===== src/rtl/instr_decoder.sv =====
module instr_decoder (
  input  logic [31:0] instr_i,
  output logic [4:0]  rs_addr_o,
  output logic [4:0]  rt_addr_o,
  output logic [4:0]  dst_addr_o,
  output logic        reg_wr_o,
  output logic [4:0]  alu_op_o,
  output logic [4:0]  shamt_o,
  output logic        shift_var_o,
  output logic        use_imm_o,
  output logic [31:0] imm_o,
  output logic        illegal_o
);
  localparam logic [4:0] OP_ADD = 5'd0, OP_ADDU = 5'd1, OP_SUB = 5'd2, OP_SUBU = 5'd3,
                         OP_AND = 5'd4, OP_OR = 5'd5, OP_XOR = 5'd6, OP_NOR = 5'd7,
                         OP_SLT = 5'd8, OP_SLTU = 5'd9, OP_SHL = 5'd10, OP_SHR = 5'd11,
                         OP_SAR = 5'd12, OP_LUP = 5'd13, OP_RDHI = 5'd14, OP_RDLO = 5'd15,
                         OP_WRHI = 5'd16, OP_WRLO = 5'd17, OP_MUL = 5'd18, OP_MULU = 5'd19,
                         OP_DIV = 5'd20, OP_DIVU = 5'd21;

  logic [5:0]  opc, fn;
  logic [4:0]  f_rs, f_rt, f_rd, f_sa;
  logic [15:0] k16;
  logic [31:0] k_sx, k_zx;

  assign opc  = instr_i[31:26];
  assign f_rs = instr_i[25:21];
  assign f_rt = instr_i[20:16];
  assign f_rd = instr_i[15:11];
  assign f_sa = instr_i[10:6];
  assign fn   = instr_i[5:0];
  assign k16  = instr_i[15:0];
  assign k_sx = {{16{k16[15]}}, k16};
  assign k_zx = {16'h0000, k16};

  assign rs_addr_o = f_rs;
  assign rt_addr_o = f_rt;

  logic        bad, wr, uimm, vsh;
  logic [4:0]  dst, op, sh;
  logic [31:0] kx;

  always_comb begin
    bad  = 1'b0;
    wr   = 1'b1;
    uimm = 1'b0;
    vsh  = 1'b0;
    dst  = f_rd;
    op   = OP_ADD;
    sh   = 5'd0;
    kx   = 32'h0;
    if (opc == 6'd0) begin
      case (fn)
        6'h00: begin op = OP_SHL; sh = f_sa; bad = (f_rs != 5'd0); end
        6'h02: begin op = OP_SHR; sh = f_sa; bad = (f_rs != 5'd0); end
        6'h03: begin op = OP_SAR; sh = f_sa; bad = (f_rs != 5'd0); end
        6'h04: begin op = OP_SHL; vsh = 1'b1; end
        6'h06: begin op = OP_SHR; vsh = 1'b1; end
        6'h07: begin op = OP_SAR; vsh = 1'b1; end
        6'h10: op = OP_RDHI;
        6'h12: op = OP_RDLO;
        6'h11: begin op = OP_WRHI; wr = 1'b0; dst = 5'd0; end
        6'h13: begin op = OP_WRLO; wr = 1'b0; dst = 5'd0; end
        6'h18: begin op = OP_MUL;  wr = 1'b0; dst = 5'd0; end
        6'h19: begin op = OP_MULU; wr = 1'b0; dst = 5'd0; end
        6'h1a: begin op = OP_DIV;  wr = 1'b0; dst = 5'd0; end
        6'h1b: begin op = OP_DIVU; wr = 1'b0; dst = 5'd0; end
        6'h20: op = OP_ADD;
        6'h21: op = OP_ADDU;
        6'h22: op = OP_SUB;
        6'h23: op = OP_SUBU;
        6'h24: op = OP_AND;
        6'h25: op = OP_OR;
        6'h26: op = OP_XOR;
        6'h27: op = OP_NOR;
        6'h2a: op = OP_SLT;
        6'h2b: op = OP_SLTU;
        default: bad = 1'b1;
      endcase
    end else begin
      uimm = 1'b1;
      dst  = f_rt;
      case (opc)
        6'd8:  begin op = OP_ADD;  kx = k_sx; end
        6'd9:  begin op = OP_ADDU; kx = k_sx; end
        6'd10: begin op = OP_SLT;  kx = k_sx; end
        6'd11: begin op = OP_SLTU; kx = k_sx; end
        6'd12: begin op = OP_AND;  kx = k_zx; end
        6'd13: begin op = OP_OR;   kx = k_zx; end
        6'd14: begin op = OP_XOR;  kx = k_zx; end
        6'd15: begin op = OP_LUP;  kx = {k16, 16'h0000}; end
        default: bad = 1'b1;
      endcase
    end
    if (bad) begin
      wr   = 1'b0;
      uimm = 1'b0;
      vsh  = 1'b0;
      dst  = 5'd0;
      op   = 5'd0;
      sh   = 5'd0;
      kx   = 32'h0;
    end
  end

  assign illegal_o   = bad;
  assign reg_wr_o    = wr;
  assign use_imm_o   = uimm;
  assign shift_var_o = vsh;
  assign dst_addr_o  = dst;
  assign alu_op_o    = op;
  assign shamt_o     = sh;
  assign imm_o       = kx;
endmodule


===== config.mk =====
export PLATFORM = sky130hd
export DESIGN_NAME = instr_decoder
export DESIGN_NICKNAME = d
export VERILOG_FILES = /design/src/rtl/instr_decoder.sv
export SDC_FILE = /design/constraint.sdc
export NUM_CORES = 1
export LEC_CHECK = 0
export CAP_MARGIN = 0
export CORE_MARGIN = 8
export CORE_UTILIZATION = 40
export DETAILED_ROUTE_END_ITERATION = 8
export DONT_BUFFER_PORTS = 1
export PLACE_DENSITY = 0.65
export SETUP_SLACK_MARGIN = 0.02
export SLEW_MARGIN = 20
export SYNTH_ARGS = -nofsm -noshare
export SYNTH_HDL_FRONTEND = slang
export SYNTH_SLANG_ARGS = --single-unit

===== constraint.sdc =====
create_clock -name vclk -period 2.95
set_clock_uncertainty 0.1 [all_clocks]
set_input_delay 0.59 -clock vclk [all_inputs]
set_output_delay 0.59 -clock vclk [all_outputs]
set_load 0.02 [all_outputs]

# --- Word-level counts from Yosys, hierarchy flattened ---
# Cells that the tools add are included.
classes:
  mux: 24
  n_eq_ne: 31
  n_reduce_logical: 13
ops:
  columns: ["operator", "count"]
  rows:
  - ["case mux 5 bit (20 select lines)", 1]
  - ["case mux 32 bit (3 select lines)", 1]
  - ["two-way mux 32 bit", 2]
  - ["== test 6 bit (second input constant)", 10]
  - ["== test 6 x 4 -> 1 bit (second input constant)", 8]
  - ["== test 6 x 5 -> 1 bit (second input constant)", 8]
  - ["two-way mux 5 bit", 8]
  - ["case mux 4 bit (7 select lines)", 1]
  - ["OR reduction 21 bit", 1]
  - ["== test 6 x 3 -> 1 bit (second input constant)", 3]
  - ["== test 6 x 2 -> 1 bit (second input constant)", 2]
  - ["zero test 6 bit", 2]
  - ["two-way mux 1 bit", 10]
  - ["OR reduction 3 bit", 3]
  - ["OR reduction 8 bit", 1]
  - ["OR reduction 2 bit", 3]
  - ["OR reduction 6 bit", 1]
  - ["nonzero test 5 bit", 1]
  - ["OR reduction 4 bit", 1]
  - ["case mux 1 bit (2 select lines)", 1]
word_totals:
  reg_bits: 0
  input_bits: 32
  output_inout_bits: 61
  elab_cells: 68

# --- Longest topological paths before layout ---
# Gate-level depths: netlist of the first run.
depth:
  word_depth: 5
  depth_mapped: 8
  mapped_depth_nobuf: 6

# --- Worst setup path after synthesis of the first run ---
# No wires, ideal clock.
synth_path:
  path_kind: "input -> output"
  start: "input instr_i[5]"
  end: "output alu_op_o[0]"
  path_stages: 6
  setup_slack_ns: 0.323
  path_buffers: 1
  arrival_ns: 1.937
  path_cell_list: "buf_6 -> or3b_1 -> a211oi_2 -> a21oi_1 -> o221ai_2 -> o21ai_0"
synth_between:
  elab_chain_cells: 5
synth_lines:
  columns: ["element", "line_no", "source"]
  rows:
  - ["start: declaration", "2", "input logic [31:0] instr_i,"]
  - ["== test 6 bit, or another cell as far along", "53", "case (fn)"]
  - ["OR reduction 21 bit (no line), or another cell as far along", null, null]
  - ["case mux 1 bit (2 select lines) / case mux 5 bit (20 select lines) (equally long branches)", "53", null]
  - ["two-way mux 1 bit / two-way mux 5 bit (equally long branches)", "52", "if (opc == 6'd0) begin"]
  - ["two-way mux 5 bit *", "95", "if (bad) begin"]
  - ["end: declaration", "7", "output logic [4:0] alu_op_o,"]
# Mark *: on every way between the ends. The rest lies on a longest branch, timed or not.

# --- Worst setup path in the final report of the first run ---
layout_path:
  start: "input instr_i[5]"
  end: "output alu_op_o[2]"
# Same word-level chain as after synthesis.

==> impl_metrics.yaml, run 1 <==
run_status:
  status: "finished clean"
final_layout:
  fill_cells: 220
  fin_cells: 152
  antennaDiodeCount: 0
  register_area_um2: 0
  num-clock-buffers: 0
  drive_above_1_share_pct: 12.8
  seq_cells: 0
  nNetsFinal: 159
  area_delta_synth_final_pct: -1.16
pwr:
  combPwrFrac_pct: 100.0
  p_seq_share_pct: 0
  p_per_area_nw_per_um2: 87.0
  p_sw_uw: 45.8
  clockPowerShare_pct: 0
  switching_share_pct: 61.9
  peakVddDrop_uv: 38.5
  internal_power_uw: 28.2
  leakage_uw: 0.000464
worst_setup_path:
  cp.required_ns: 2.26
  crit_fanout: 18
  startpoint: "instr_i[5]"
  endpoint_kind: "primary output"
  critPathArrivalTime_ns: 1.93
  critPathKind: "input port to primary output"
  start_kind: "input port"
min_path:
  hp-start: "instr_i[23]"
  hold_path_class: "input port to primary output"
synth:
  yosysUniqueCellTypes: 36
  syn_area_um2: 861
  netlist_instances: 135
  syn_nets: 167
  synthTopCellsByCount: "and2_1, a21o_1, nor2_1"
  synth.top_cell.area_share_pct: 15.3
  yosysTopAreaCell: "and2_1"
  yosys_warnings: 0
  synth_area_leaders: "and2_1, a21o_1, buf_4, a22o_1, nor2_1"
  synth.avg_cell_area_um2: 6.38
  yosysMostFrequentCell: "and2_1"
  ys_seq_area_share_pct: 0
placed_design:
  hpwl_um: 2490
  io_buffers: 0
  dp_cells: 152
  gp_congestion: 0.802
route:
  avgViaCountPerCell: 6.23
  route.vias.total: 947
  wl_per_cell_um: 20.2
  drcViolationCount: 0
  drt_iter0_drc: 23
  postRouteAntennaNets: 0
  drtPass1Iterations: 4
  drt-total-wl_um: 3070
floorplan:
  dieArea_um2: 3890
  num_rows: 16
  die_width_um: 62.4
  start_util_pct: 43.0
  die_y_um: 62.4
  coreArea_um2: 2000
  num_io_pins: 93
cts:
  post_cts_hold_buffer_count: 0
  cts_setup_buffers: 0
  cts-resized-gates: 0
sta:
  finalCriticalPeriod_ns: 2.62
  finalCritPeriodShare_pct: 88.7
  tightest_slew_ns: 0.459
  slew_headroom_pct: 69.2
  rsz0062_at_grt: "no"
  max_freq_ghz: 0.382
  hold_viol: 0
  fin_setup_tns_ns: 0
  finalSetupViolCount: 0
  slew_viol_final: 0
global_route:
  grt_pass1_vias: 929
  track_usage_pct: 13.7
  grt_start_max_net_pins: 19
  antenna_found_initial: 0
  overflow: 0
  grt_pass1_wl_um: 4820
flow_run:
  maxCapViolations: 0
[per-layer routing]
layer / global-route usage [%] / share of wire [%] / vias up
li1: - / - / 449
met2: 24.5 / 52 / 46
met4: 0.570 / 0 / 0
met5: 0 / 0 / -
met1: 17.5 / 43 / 452
met3: 2.33 / 5.6 / 0
[cell usage in the layout, fill, tap and decap left out, types with 2 or more instances in the layout]
cell type	synthesis	layout
inv_1	5	5
and2_1	21	21
a21oi_1	8	8
nor2b_1	3	3
nor3b_1	4	4
buf_4	10	11
nand2_1	9	9
nand4b_1	2	2
o22ai_1	2	2
a211oi_2	2	2
o21bai_1	2	2
a21o_1	15	15
o21ai_0	5	5
a22o_1	5	5
a31oi_1	3	3
nor2_1	11	11
[per-stage QoR]
step	hold slack (ns)	setup slack [ns]	instance area (um2)	total power, uW	util, %
floorplan	1.19	0.323	861	93.2	-
global placement	1.08	0.378	851	73.7	42.5
detailed placement	1.08	0.341	851	74.5	42.5
CTS	1.08	0.337	851	74.8	42.5
global route	1.08	0.251	851	79.9	42.5
finish	1.08	0.333	851	74.0	42.5
[logic make-up after synthesis]
| family | after synthesis | share of synthesized area (%) |
|---|---|---|
| buf+inv | 26 | 16.9 |
| simple gates | 61 | 42.0 |
| compound gates | 47 | 40.0 |
| mux | 1 | 1.16 |
[power by group through the flow]
stage	Clock (uW)	Sequential, uW	Combinational, uW
global placement	0	0	73.7
finish	0	0	74.0
detailed placement	0	0	74.5
global route	0	0	79.9
CTS	0	0	74.8
floorplan	0	0	93.2
[path summary, 6_finish.rpt]
kind / cells after the start / end
min: 0 / rs_addr_o[2]
max: 6 / alu_op_o[2]
[area by class of cell]
type / count / area (um2) / area share, %
inverter: 5 / 18.8 / 2.21
multi-input combinational: 109 / 716 / 84.1
timing repair buffer: 11 / 82.6 / 9.71
tap: 27 / 33.8 / 3.97
[critical path, cell delays in order]
cell	delay (ns)
or3b_1	0.38
a211oi_2	0.32
a21oi_1	0.09
o221ai_2	0.23
o22ai_1	0.13
buf_4	0.17
Power figures use the tool's default switching activity.
==> run 2, diff against run 1 <==
Settings changed: CORE_ASPECT_RATIO set to 0.8.
==> run 2 against run 1 <==
Die area grew 0.23%. Worst hold slack about the same. Total power is 1.6% lower. Critical path depth did not move. Maximum frequency is 1.3% lower. Flip-flop and latch count unchanged. Highest routed layer unchanged.
==> impl_metrics.yaml, run 2 (synthesis gave the netlist of run 1 again) <==
run_status:
  status: "finished clean"
pwr:
  total_power_uw: 72.8
  p_per_area_nw_per_um2: 88.2
  leakage_uw: 0.000447
  peakVddDrop_uv: 32.8
global_route:
  grt_util_met2_pct: 22.0
  track_usage_pct: 13.0
  use_met3_pct: 2.93
  grt-busiest-layer: "met2"
  grt_pass1_vias: 772
  grt_pass1_wl_um: 4260
  antenna_found_initial: 0
  overflow: 0
  grt_start_max_net_pins: 19
  met1_usage_pct: 17.1
final_layout:
  post-route-util_pct: 39.3
  final_common_cell: "and2_1"
  fin_cells: 147
  multi_input_area_um2: 716
  register_area_um2: 0
  fill_cells: 245
  num-clock-buffers: 0
  nNetsFinal: 156
  final_cell_mix: "and2_1, a21o_1, nor2_1"
  antennaDiodeCount: 0
  area_delta_synth_final_pct: -4.07
  seq_cells: 0
  drive_above_1_share_pct: 10.7
worst_setup_path:
  cp_slowest_stage_delay_ns: 0.37
  start_kind: "input port"
  crit_buf_inv: 1
  cp_slowest_cell: "or3b_1"
  crit_fanout: 18
  cp_top_family: "compound AO/OA/AOI/OAI gates"
  cp.required_ns: 2.26
  critPathKind: "input port to primary output"
  path_cells: "or3b_1 > a211oi_2 > a21oi_1 > o221ai_2 > o21ai_0 > buf_4"
  endpoint_kind: "primary output"
  critPathArrivalTime_ns: 1.96
sta:
  hold_viol: 0
  max_freq_ghz: 0.377
  hold_ws_ns: 1.08
  slew_headroom_pct: 46.4
  finalSetupViolCount: 0
  finalCriticalPeriod_ns: 2.65
  rsz0062_at_grt: "no"
  tightest_slew_ns: 0.802
  fin_setup_tns_ns: 0
  finalCritPeriodShare_pct: 89.9
  slew_viol_final: 0
route:
  drcViolationCount: 0
  avgViaCountPerCell: 6.33
  route.vias.total: 930
  wl_per_cell_um: 20.2
  postRouteAntennaNets: 0
  drtPass1Iterations: 4
  drt_iter0_drc: 105
  drt-total-wl_um: 2970
floorplan:
  die_y_um: 57.5
  start_util_pct: 41.0
  dieArea_um2: 3900
  num_io_pins: 93
  num_rows: 15
  coreArea_um2: 2100
  die_width_um: 67.9
placed_design:
  gp_congestion: 0.838
  dp_cells: 147
  io_buffers: 0
  hpwl_um: 2460
cts:
  cts-resized-gates: 0
  cts_setup_buffers: 0
  post_cts_hold_buffer_count: 0
min_path:
  hold_path_class: "input port to primary output"
flow_run:
  maxCapViolations: 0
run 2: cell types whose count changed in the layout (fill, tap and decap cells not counted):
cell / change
buf_4: -3
run 2: cell type report:
cell class | count | area share [%]
inverter | 5 | 2.27
multi-input combinational | 109 | 86.7
tap | 25 | 3.79
timing repair buffer | 8 | 7.27
run 2: power by group:
part	total, uW	leakage (uW)	internal, uW	switching (uW)
sequential	0	0	0	0
clock	0	0	0	0
combinational	72.8	0.000447	27.3	45.5
run 2: metal layers:
layer  routed length, um  up-vias
met5                   0        -
met4                   0        0
li1                    -      448
met1                1140      438
met2                1480       44
met3                 348        0
run 2: final timing paths:
path                  cells past startpoint         from           end
worst min-delay path                      0  instr_i[20]  rt_addr_o[4]
worst max-delay path                      6   instr_i[5]   alu_op_o[0]
run 2: metrics by stage:
stage | setup WS (ns) | area [um2]
2_1_floorplan | 0.323 | 861
3_3_place_gp | 0.368 | 826
3_5_place_dp | 0.312 | 826
4_1_cts | 0.314 | 826
5_1_grt | 0.198 | 826
6_report | 0.298 | 826
==> run 3, diff against run 2 <==
Settings changed: ABC_AREA set to 1.
==> run 3 against run 2 <==
Synthesized area increased by 17%. Total power increased by 36%. Final cell count increased by 65%. First-iteration DRC count decreased by 19%. Core utilization increased by 4.4 points. Synthesized cell count increased by 53%. Count of clock-buffer cells in the layout unchanged. Die area increased by 12%. Worst hold slack about the same. Final area increased by 28%. Largest power group unchanged.
==> impl_metrics.yaml, run 3 <==
run_status:
  status: "finished clean"
sta:
  fin_setup_tns_ns: 0
  hold_viol: 0
  finalSetupViolCount: 0
  slew_viol_final: 0
  hold_ws_ns: 1.08
  rsz0062_at_grt: "no"
  finalCritPeriodShare_pct: 91.0
  max_freq_ghz: 0.372
  setup_slack_ns: 0.265
  slew_headroom_pct: 54.8
  tightest_slew_ns: 0.670
  finalCriticalPeriod_ns: 2.69
route:
  avgViaCountPerCell: 5.35
  route.vias.total: 1295
  drtPass1Iterations: 4
  drt-total-wl_um: 3540
  wl_per_cell_um: 14.6
  drcViolationCount: 0
  postRouteAntennaNets: 0
  drt_iter0_drc: 85
synth:
  netlist_instances: 207
  yosysMostFrequentCell: "nand2_1"
  yosys_warnings: 0
  synth.top_cell.area_share_pct: 17.2
  synthTopCellsByCount: "nand2_1, nor2_1, inv_1"
  syn_nets: 239
  yosysTopAreaCell: "nand2_1"
  synth_area_leaders: "nand2_1, nor2_1, inv_1, nand3_1, o21ai_0"
  yosysUniqueCellTypes: 22
  synth.avg_cell_area_um2: 4.85
  ys_seq_area_share_pct: 0
  syn_area_um2: 1000
pwr:
  internal_power_uw: 26.0
  p_sw_uw: 72.8
  leakage_uw: 0.000619
  switching_share_pct: 73.7
  clockPowerShare_pct: 0
  p_per_area_nw_per_um2: 93.5
  peakVddDrop_uv: 40.1
  p_seq_share_pct: 0
  combPwrFrac_pct: 100.0
  total_power_uw: 98.8
worst_setup_path:
  start_kind: "input port"
  endpoint_kind: "primary output"
  crit_buf_inv: 1
  crit_fanout: 16
  critPathArrivalTime_ns: 2.00
  cp_slowest_stage_delay_ns: 0.43
  cp.required_ns: 2.26
  cp_slowest_cell: "o21ai_0"
  cp_top_family: "simple AND/OR/NAND/NOR gates"
  critPathKind: "input port to primary output"
  path_cells: "nor2_2 > nand2_1 > inv_1 > nand3_1 > o21ai_0"
final_layout:
  drive_above_1_share_pct: 18.9
  final_common_cell: "nand2_1"
  antennaDiodeCount: 0
  seq_cells: 0
  area_delta_synth_final_pct: 5.23
  final_cell_mix: "nand2_1, nor2_1, inv_1"
  register_area_um2: 0
  fin_cells: 242
  num-clock-buffers: 0
  nNetsFinal: 240
floorplan:
  num_io_pins: 93
  die_y_um: 60.8
  num_rows: 16
  die_width_um: 72.0
  coreArea_um2: 2420
  dieArea_um2: 4380
  start_util_pct: 41.5
placed_design:
  io_buffers: 0
  dp_cells: 242
  gp_congestion: 0.950
  place_ws_ns: 0.266
  hpwl_um: 2950
global_route:
  antenna_found_initial: 0
  grt_start_max_net_pins: 18
  grt_pass1_vias: 1112
  track_usage_pct: 14.3
  grt_pass1_wl_um: 5330
  overflow: 0
cts:
  cts_setup_buffers: 0
  cts-resized-gates: 0
  post_cts_hold_buffer_count: 0
min_path:
  hold_path_class: "input port to primary output"
flow_run:
  maxCapViolations: 0
[run 3: through the flow]
step	area [um2]	utilization, %
6_report	1060	43.6
5_1_grt	1060	43.6
4_1_cts	1060	43.6
3_5_place_dp	1060	43.6
3_3_place_gp	1060	43.6
2_1_floorplan	1000	-
[run 3: cells by family after synthesis]
logic type	synth area share (%)
AND/OR/NAND/NOR	63.0
buffers and inverters	24.0
AO/OA/AOI/OAI	13.0
[run 3: final cells by class]
class,count,area [um2]
fill,287,1370
inverter,35,136
multi-input combinational,156,763
tap,36,45.0
timing repair buffer,15,113
[run 3: path summary, 6_finish.rpt]
| check | startpoint | end | slack [ns] | cells after the start |
|---|---|---|---|---|
| hold / removal | instr_i[24] | rs_addr_o[3] | 1.08 | 0 |
| setup / recovery | instr_i[31] | imm_o[25] | 0.26 | 5 |
[run 3: power by group through the flow]
stage	registers (uW)	clock network, uW	logic, uW
floorplan	0	0	102
global placement	0	0	97.7
detailed placement	0	0	98.4
CTS	0	0	98.6
global route	0	0	109
finish	0	0	98.8
[run 3: routing by layer]
metal,wire length [um],vias to the layer above,track usage (%),share of wire (%)
met1,1370,567,17.8,39
met2,1590,84,24.1,45
met5,0,-,0,0
li1,-,644,-,-
met3,576,0,5.45,16
met4,0,0,0.580,0
